$ cat src/rtl/seg_out_pkg.sv
package seg_out_pkg;
  typedef enum logic [1:0] {
    LVL_V0 = 2'b00,
    LVL_VM = 2'b01,
    LVL_V1 = 2'b10
  } lvl_e;
endpackage

$ cat src/rtl/strobe_fall_det.sv
module strobe_fall_det (
  input  logic clk_i,
  input  logic rst_ni,
  input  logic strobe_i,
  output logic fall_o
);
  logic strobe_q;

  // reset low so no spurious fall is seen straight after reset
  always_ff @(posedge clk_i or negedge rst_ni) begin
    if (!rst_ni) strobe_q <= 1'b0;
    else         strobe_q <= strobe_i;
  end

  assign fall_o = strobe_q & ~strobe_i;
endmodule

$ cat src/rtl/line_latch.sv
module line_latch #(
  parameter int unsigned WIDTH = 320
) (
  input  logic             clk_i,
  input  logic             rst_ni,
  input  logic             load_i,
  input  logic [WIDTH-1:0] data_i,
  output logic [WIDTH-1:0] line_o
);
  always_ff @(posedge clk_i or negedge rst_ni) begin
    if (!rst_ni)     line_o <= '0;
    else if (load_i) line_o <= data_i;
  end

  AST_LATCH_LOAD: assert property (@(posedge clk_i) disable iff (!rst_ni)
    load_i |=> line_o == $past(data_i));
  AST_LATCH_HOLD: assert property (@(posedge clk_i) disable iff (!rst_ni)
    !load_i |=> $stable(line_o));
endmodule

$ cat src/rtl/seg_level_cell.sv
module seg_level_cell
  import seg_out_pkg::*;
(
  input  logic       bit_i,
  input  logic       pol_i,
  input  logic       disp_on_i,
  input  logic       blank_i,
  output logic [1:0] code_o
);
  logic eff;
  lvl_e lvl;

  assign eff = bit_i & ~blank_i;

  always_comb begin
    if (!disp_on_i)     lvl = LVL_VM;
    else if (eff ^ pol_i) lvl = LVL_V0;
    else                lvl = LVL_V1;
  end

  assign code_o = lvl;
endmodule

$ cat src/rtl/seg_out_sel.sv
module seg_out_sel
  import seg_out_pkg::*;
#(
  parameter int unsigned NUM_OUT  = 320,
  parameter int unsigned EDGE_OFF = 40
) (
  input  logic                   clk_i,
  input  logic                   rst_ni,
  input  logic [NUM_OUT-1:0]     line_data_i,
  input  logic                   latch_strobe_i,
  input  logic                   polarity_i,
  input  logic                   disp_on_i,
  input  logic                   full_mode_i,
  output logic [2*NUM_OUT-1:0]   level_o
);
  localparam int unsigned HI_EDGE = NUM_OUT - EDGE_OFF;

  logic               load;
  logic [NUM_OUT-1:0] line_q;

  strobe_fall_det u_fall (
    .clk_i   (clk_i),
    .rst_ni  (rst_ni),
    .strobe_i(latch_strobe_i),
    .fall_o  (load)
  );

  line_latch #(.WIDTH(NUM_OUT)) u_latch (
    .clk_i (clk_i),
    .rst_ni(rst_ni),
    .load_i(load),
    .data_i(line_data_i),
    .line_o(line_q)
  );

  for (genvar g = 0; g < NUM_OUT; g++) begin : g_out
    localparam bit IS_EDGE = (g < EDGE_OFF) || (g >= HI_EDGE);
    logic blank;

    if (IS_EDGE) begin : g_edge
      assign blank = ~full_mode_i;
      AST_BLANK_ZONE: assert property (@(posedge clk_i) disable iff (!rst_ni)
        (disp_on_i && !full_mode_i) |->
          level_o[2*g +: 2] == (polarity_i ? LVL_V0 : LVL_V1));
    end else begin : g_mid
      assign blank = 1'b0;
    end

    seg_level_cell u_cell (
      .bit_i    (line_q[g]),
      .pol_i    (polarity_i),
      .disp_on_i(disp_on_i),
      .blank_i  (blank),
      .code_o   (level_o[2*g +: 2])
    );
  end

  AST_DISP_FORCE: assert property (@(posedge clk_i) disable iff (!rst_ni)
    !disp_on_i |-> level_o == {NUM_OUT{LVL_VM}});
  AST_POL_SWAP_KEEPS_LINE: assert property (@(posedge clk_i) disable iff (!rst_ni)
    (polarity_i != $past(polarity_i) && !load) |=> $stable(line_q));
endmodule

$ cat config.mk
export PLATFORM = sky130hd
export DESIGN_NAME = seg_out_sel
export DESIGN_NICKNAME = d
export VERILOG_FILES = /design/src/rtl/seg_out_pkg.sv /design/src/rtl/strobe_fall_det.sv /design/src/rtl/line_latch.sv /design/src/rtl/seg_level_cell.sv /design/src/rtl/seg_out_sel.sv
export SDC_FILE = /design/constraint.sdc
export NUM_CORES = 1
export LEC_CHECK = 0
export CAP_MARGIN = 30
export CORE_AREA = 2 2 375 377
export DETAILED_ROUTE_END_ITERATION = 6
export DIE_AREA = 0 0 377 379
export SLEW_MARGIN = 10
export SYNTH_ARGS = -nofsm -noshare
export SYNTH_HDL_FRONTEND = slang
export SYNTH_SLANG_ARGS = --single-unit
$ cat constraint.sdc
create_clock -name clk_i -period 11.2 [get_ports clk_i]
set_clock_uncertainty 0.1 [all_clocks]
set_input_delay 2.24 -clock clk_i [delete_from_list [all_inputs] [get_ports clk_i]]
set_output_delay 2.24 -clock clk_i [all_outputs]
set_load 0.005 [all_outputs]
## Word-level counts from Yosys, hierarchy flattened

Cells that the tools add are included.

| word-level totals | value |
|---|---|
| input bits | 326 |
| logic and storage cells | 1044 |
| register bits | 321 |
| output and inout port bits | 640 |

| cells by class | value |
|---|---|
| bitwise gates (word level) | 402 |
| mux-type cells | 640 |

Operators with widths:

| kind | number |
|---|---|
| $mux 2 | 640 |
| $xor 1x1->1 | 320 |
| $and 1x1->1 | 81 |
| $not 1->1 | 1 |

## Depth between registers and ports, before layout

| logic depth | value |
|---|---|
| word-level depth | 4 |
| mapped depth | 5 |
| depth with buffers taken out | 2 |

## Cells and area by module

From an unflattened synthesis, not the netlist that was laid out.

| unflattened totals | value |
|---|---|
| cell total of the unflattened synthesis | 2280 |
| area, all modules | 25476.9 um^2 |

By module, submodules not included:

| module | seq. area each (um^2) | area each (um^2) | times used | cells an instance |
|---|---|---|---|---|
| line_latch | 8007.7 | 13419.1 | 1 | 676 |
| seg_level_cell | 0.0 | 37.5 | 320 | 5 |
| strobe_fall_det | 25.0 | 38.8 | 1 | 2 |
| seg_out_sel | 0.0 | 7.5 | 1 | 2 |

## Worst setup path after synthesis

Ideal clock, no wire load.

| path | value |
|---|---|
| path kind | input port to output port |
| start | input disp_on_i |
| end | output level_o[100] |
| setup slack | -0.806 ns |
| buffers on the path | 2 |
| stages on the path | 3 |
| arrival time | 9.666 ns |
| data required time | 8.860 ns |
| cells stage by stage | inv_2 > clkbuf_1 > buf_4 |

| between the ends | value |
|---|---|
| longest elaborated chain between the ends | 1 |

Ends and longest elaborated chain:

| element | RTL line | RTL |
|---|---|---|
| start: declaration | seg_out_sel.sv:12 | `input logic disp_on_i,` |
| $mux 2 | seg_level_cell.sv:16 | `if (!disp_on_i) lvl = LVL_VM;` |
| end: declaration | seg_out_sel.sv:14 | `output logic [2*NUM_OUT-1:0] level_o` |

Every way passes these cells.

## Worst setup path after layout

| path | value |
|---|---|
| start | input disp_on_i |
| end | output level_o[459] |

The elaborated chain is that of the path after synthesis.

==> metrics.cfg <==
[die]
ioPinCount=966
core-area_sq_um=139000
die_h_microns=379
row_count=137
design.die.area_sq_um=143000
die_w_microns=377
initial_utilization=0.147

[timing]
drv_slew=0
tns_ps=0
slew_headroom=0.242
setup_viol=0
max_freq_mhz=133
fin_crit_sh=0.673
min_period_ps=7530
worst_slew_pin_slew_ps=1140
whs_ps=406
rsz0062_at_grt=no
hold_violations=0

[grt]
grt_overflow=0
track_usage=0.0938
antenna_found_initial=19
grt_max_degree=339
grt_pass1_vias=14267
grt_pass1_wl_mm=99.8

[detailed_routing]
drtIter0Drc=489
route.detailed.drc=0
vias=13832
first_pass_iters=4
post_drt_wl_per_cell_microns=17.2
vias_per_cell=3.32
postRouteAntennaNets=0
drt-total-wl_mm=71.6

[yosys]
ys_types=16
synth-seq-cells=321
yosysSeqAreaShare=0.394
syn_inst=1719
synth.net_count=2045
syn_avg_cell_area_sq_um=11.8
syn_area_sq_um=20400
yosys_warnings=0

[worst_setup_path]
crit_fanout=245
crit_path_end_kind=primary output
r2r_slack_ps=8410
crit_required_ps=8860
worstSetupPathType=in -> out
cp-start-kind=input pin
worstPathArrival_ps=5190

[finish]
fin_util=0.221
drive_gt1_frac=0.179
ff_latch_area_sq_um=8030
final_cells=4166
mostFrequentLayoutCells=clkdlybuf4s50_1 (962), dfrtp_1 (321), mux2_4 (300)
multi_input_area_sq_um=8860
fill_cells=14910
mostFrequentLayoutCell=clkdlybuf4s50_1
nets=2642
synthToLayoutAreaGrowth_pct=50.9

[clocking]
cts_tree=yes
cts_sinks=321
htreeDepth=2
root_buffer=clkbuf_16
cts_hold_buf=0
cts_buffer_depth=3
post_cts_resized=0
clk_latency_ps=580
post_cts_buffers=0
path_clk_slew_ps=60
cts_buffers=45

[placed_design]
placed_cells=4075
gp_routability_congestion=0.778
dpl.hpwl_mm=52.0
io_buffers=965

[job]
cap_violations=0

[power_and_ir_drop]
ir_drop_mv=0.117
power_leakage_nw=13.1
power_mw=4.24
pwr_density_cell_nw_per_um2=138

[status]
status=completed

[worst_hold_path]
hold_path.class=reg -> reg

[stage by stage]
stage          setup WS (ps)  cell area [sq um]
5_1_grt                 3410              30700
6_report                3670              30700
3_3_place_gp            3770              29000
2_1_floorplan           3020              20400
3_5_place_dp            3690              29100
4_1_cts                 3690              30700
[synthesized netlist by cell type]
cell,number,area share
buf_6,1,0.00055
inv_2,1,0.00018
nand2b_1,1,0.00031
xor2_1,240,0.10
nor2_1,240,0.044
mux2_4,300,0.22
mux2i_1,80,0.039
buf_4,339,0.12
buf_2,18,0.0044
dfrtp_1,321,0.39
nand2_1,81,0.015
clkbuf_1,42,0.0077
buf_12,33,0.032
buf_1,1,0.00018
nor2b_4,1,0.00068
mux2_2,20,0.011
[sequential cells by signal (all words and copies together), names as in the netlist]
signal           flops
u_fall.strobe_q      1
u_latch.line_o     320
[power breakdown]
group,internal [mW],total [mW],switching [mW]
sequential,1.33,1.46,0.131
clock,0.947,1.56,0.617
combinational,0.762,1.21,0.452
[final cells by class]
type,instances,area share
Multi-Input combinational cell,963,0.288
Sequential cell,321,0.261
Antenna cell,7,0.000570
Tap cell,1807,0.0736
Inverter,1,0.000367
Clock buffer,61,0.0415
Timing Repair Buffer,984,0.323
Clock inverter,22,0.0110
[final timing paths]
path | startpoint | endpoint | cells past startpoint
max in group asynchronous | rst_ni | u_fall.strobe_q | 3
min in group asynchronous | rst_ni | u_latch.line_o[172] | 1
setup reg to reg | u_fall.strobe_q | u_latch.line_o[117] | 4
hold / removal | u_latch.line_o[7] | u_latch.line_o[7] | 1
setup / recovery | disp_on_i | level_o[459] | 6
hold reg to reg | u_latch.line_o[7] | u_latch.line_o[7] | 1
[per-layer routing]
| layer | share of wire | global-route usage | vias to the layer above |
|---|---|---|---|
| li1 | - | - | 6420 |
| met1 | 0.41 | 0.113 | 6686 |
| met2 | 0.47 | 0.154 | 589 |
| met3 | 0.085 | 0.0307 | 121 |
| met4 | 0.034 | 0.0387 | 16 |
| met5 | 0.0016 | 0 | - |
[kinds of logic after synthesis]
kind of cell / count (synthesis) / share of synthesized area
xor gates and xnor gates: 240 / 0.103
buffers and inverters: 435 / 0.171
DFF: 321 / 0.394
muxes: 400 / 0.272
and+or+nand+nor: 323 / 0.0602
[worst max-delay path, cell delays in order]
cell and delay (ps):
clkdlybuf4s50_1 550, inv_8 490, buf_12 370, buf_16 520
nor2_1 120, clkdlybuf4s50_1 600
Note: power is estimated with default switching activity, not from simulation.
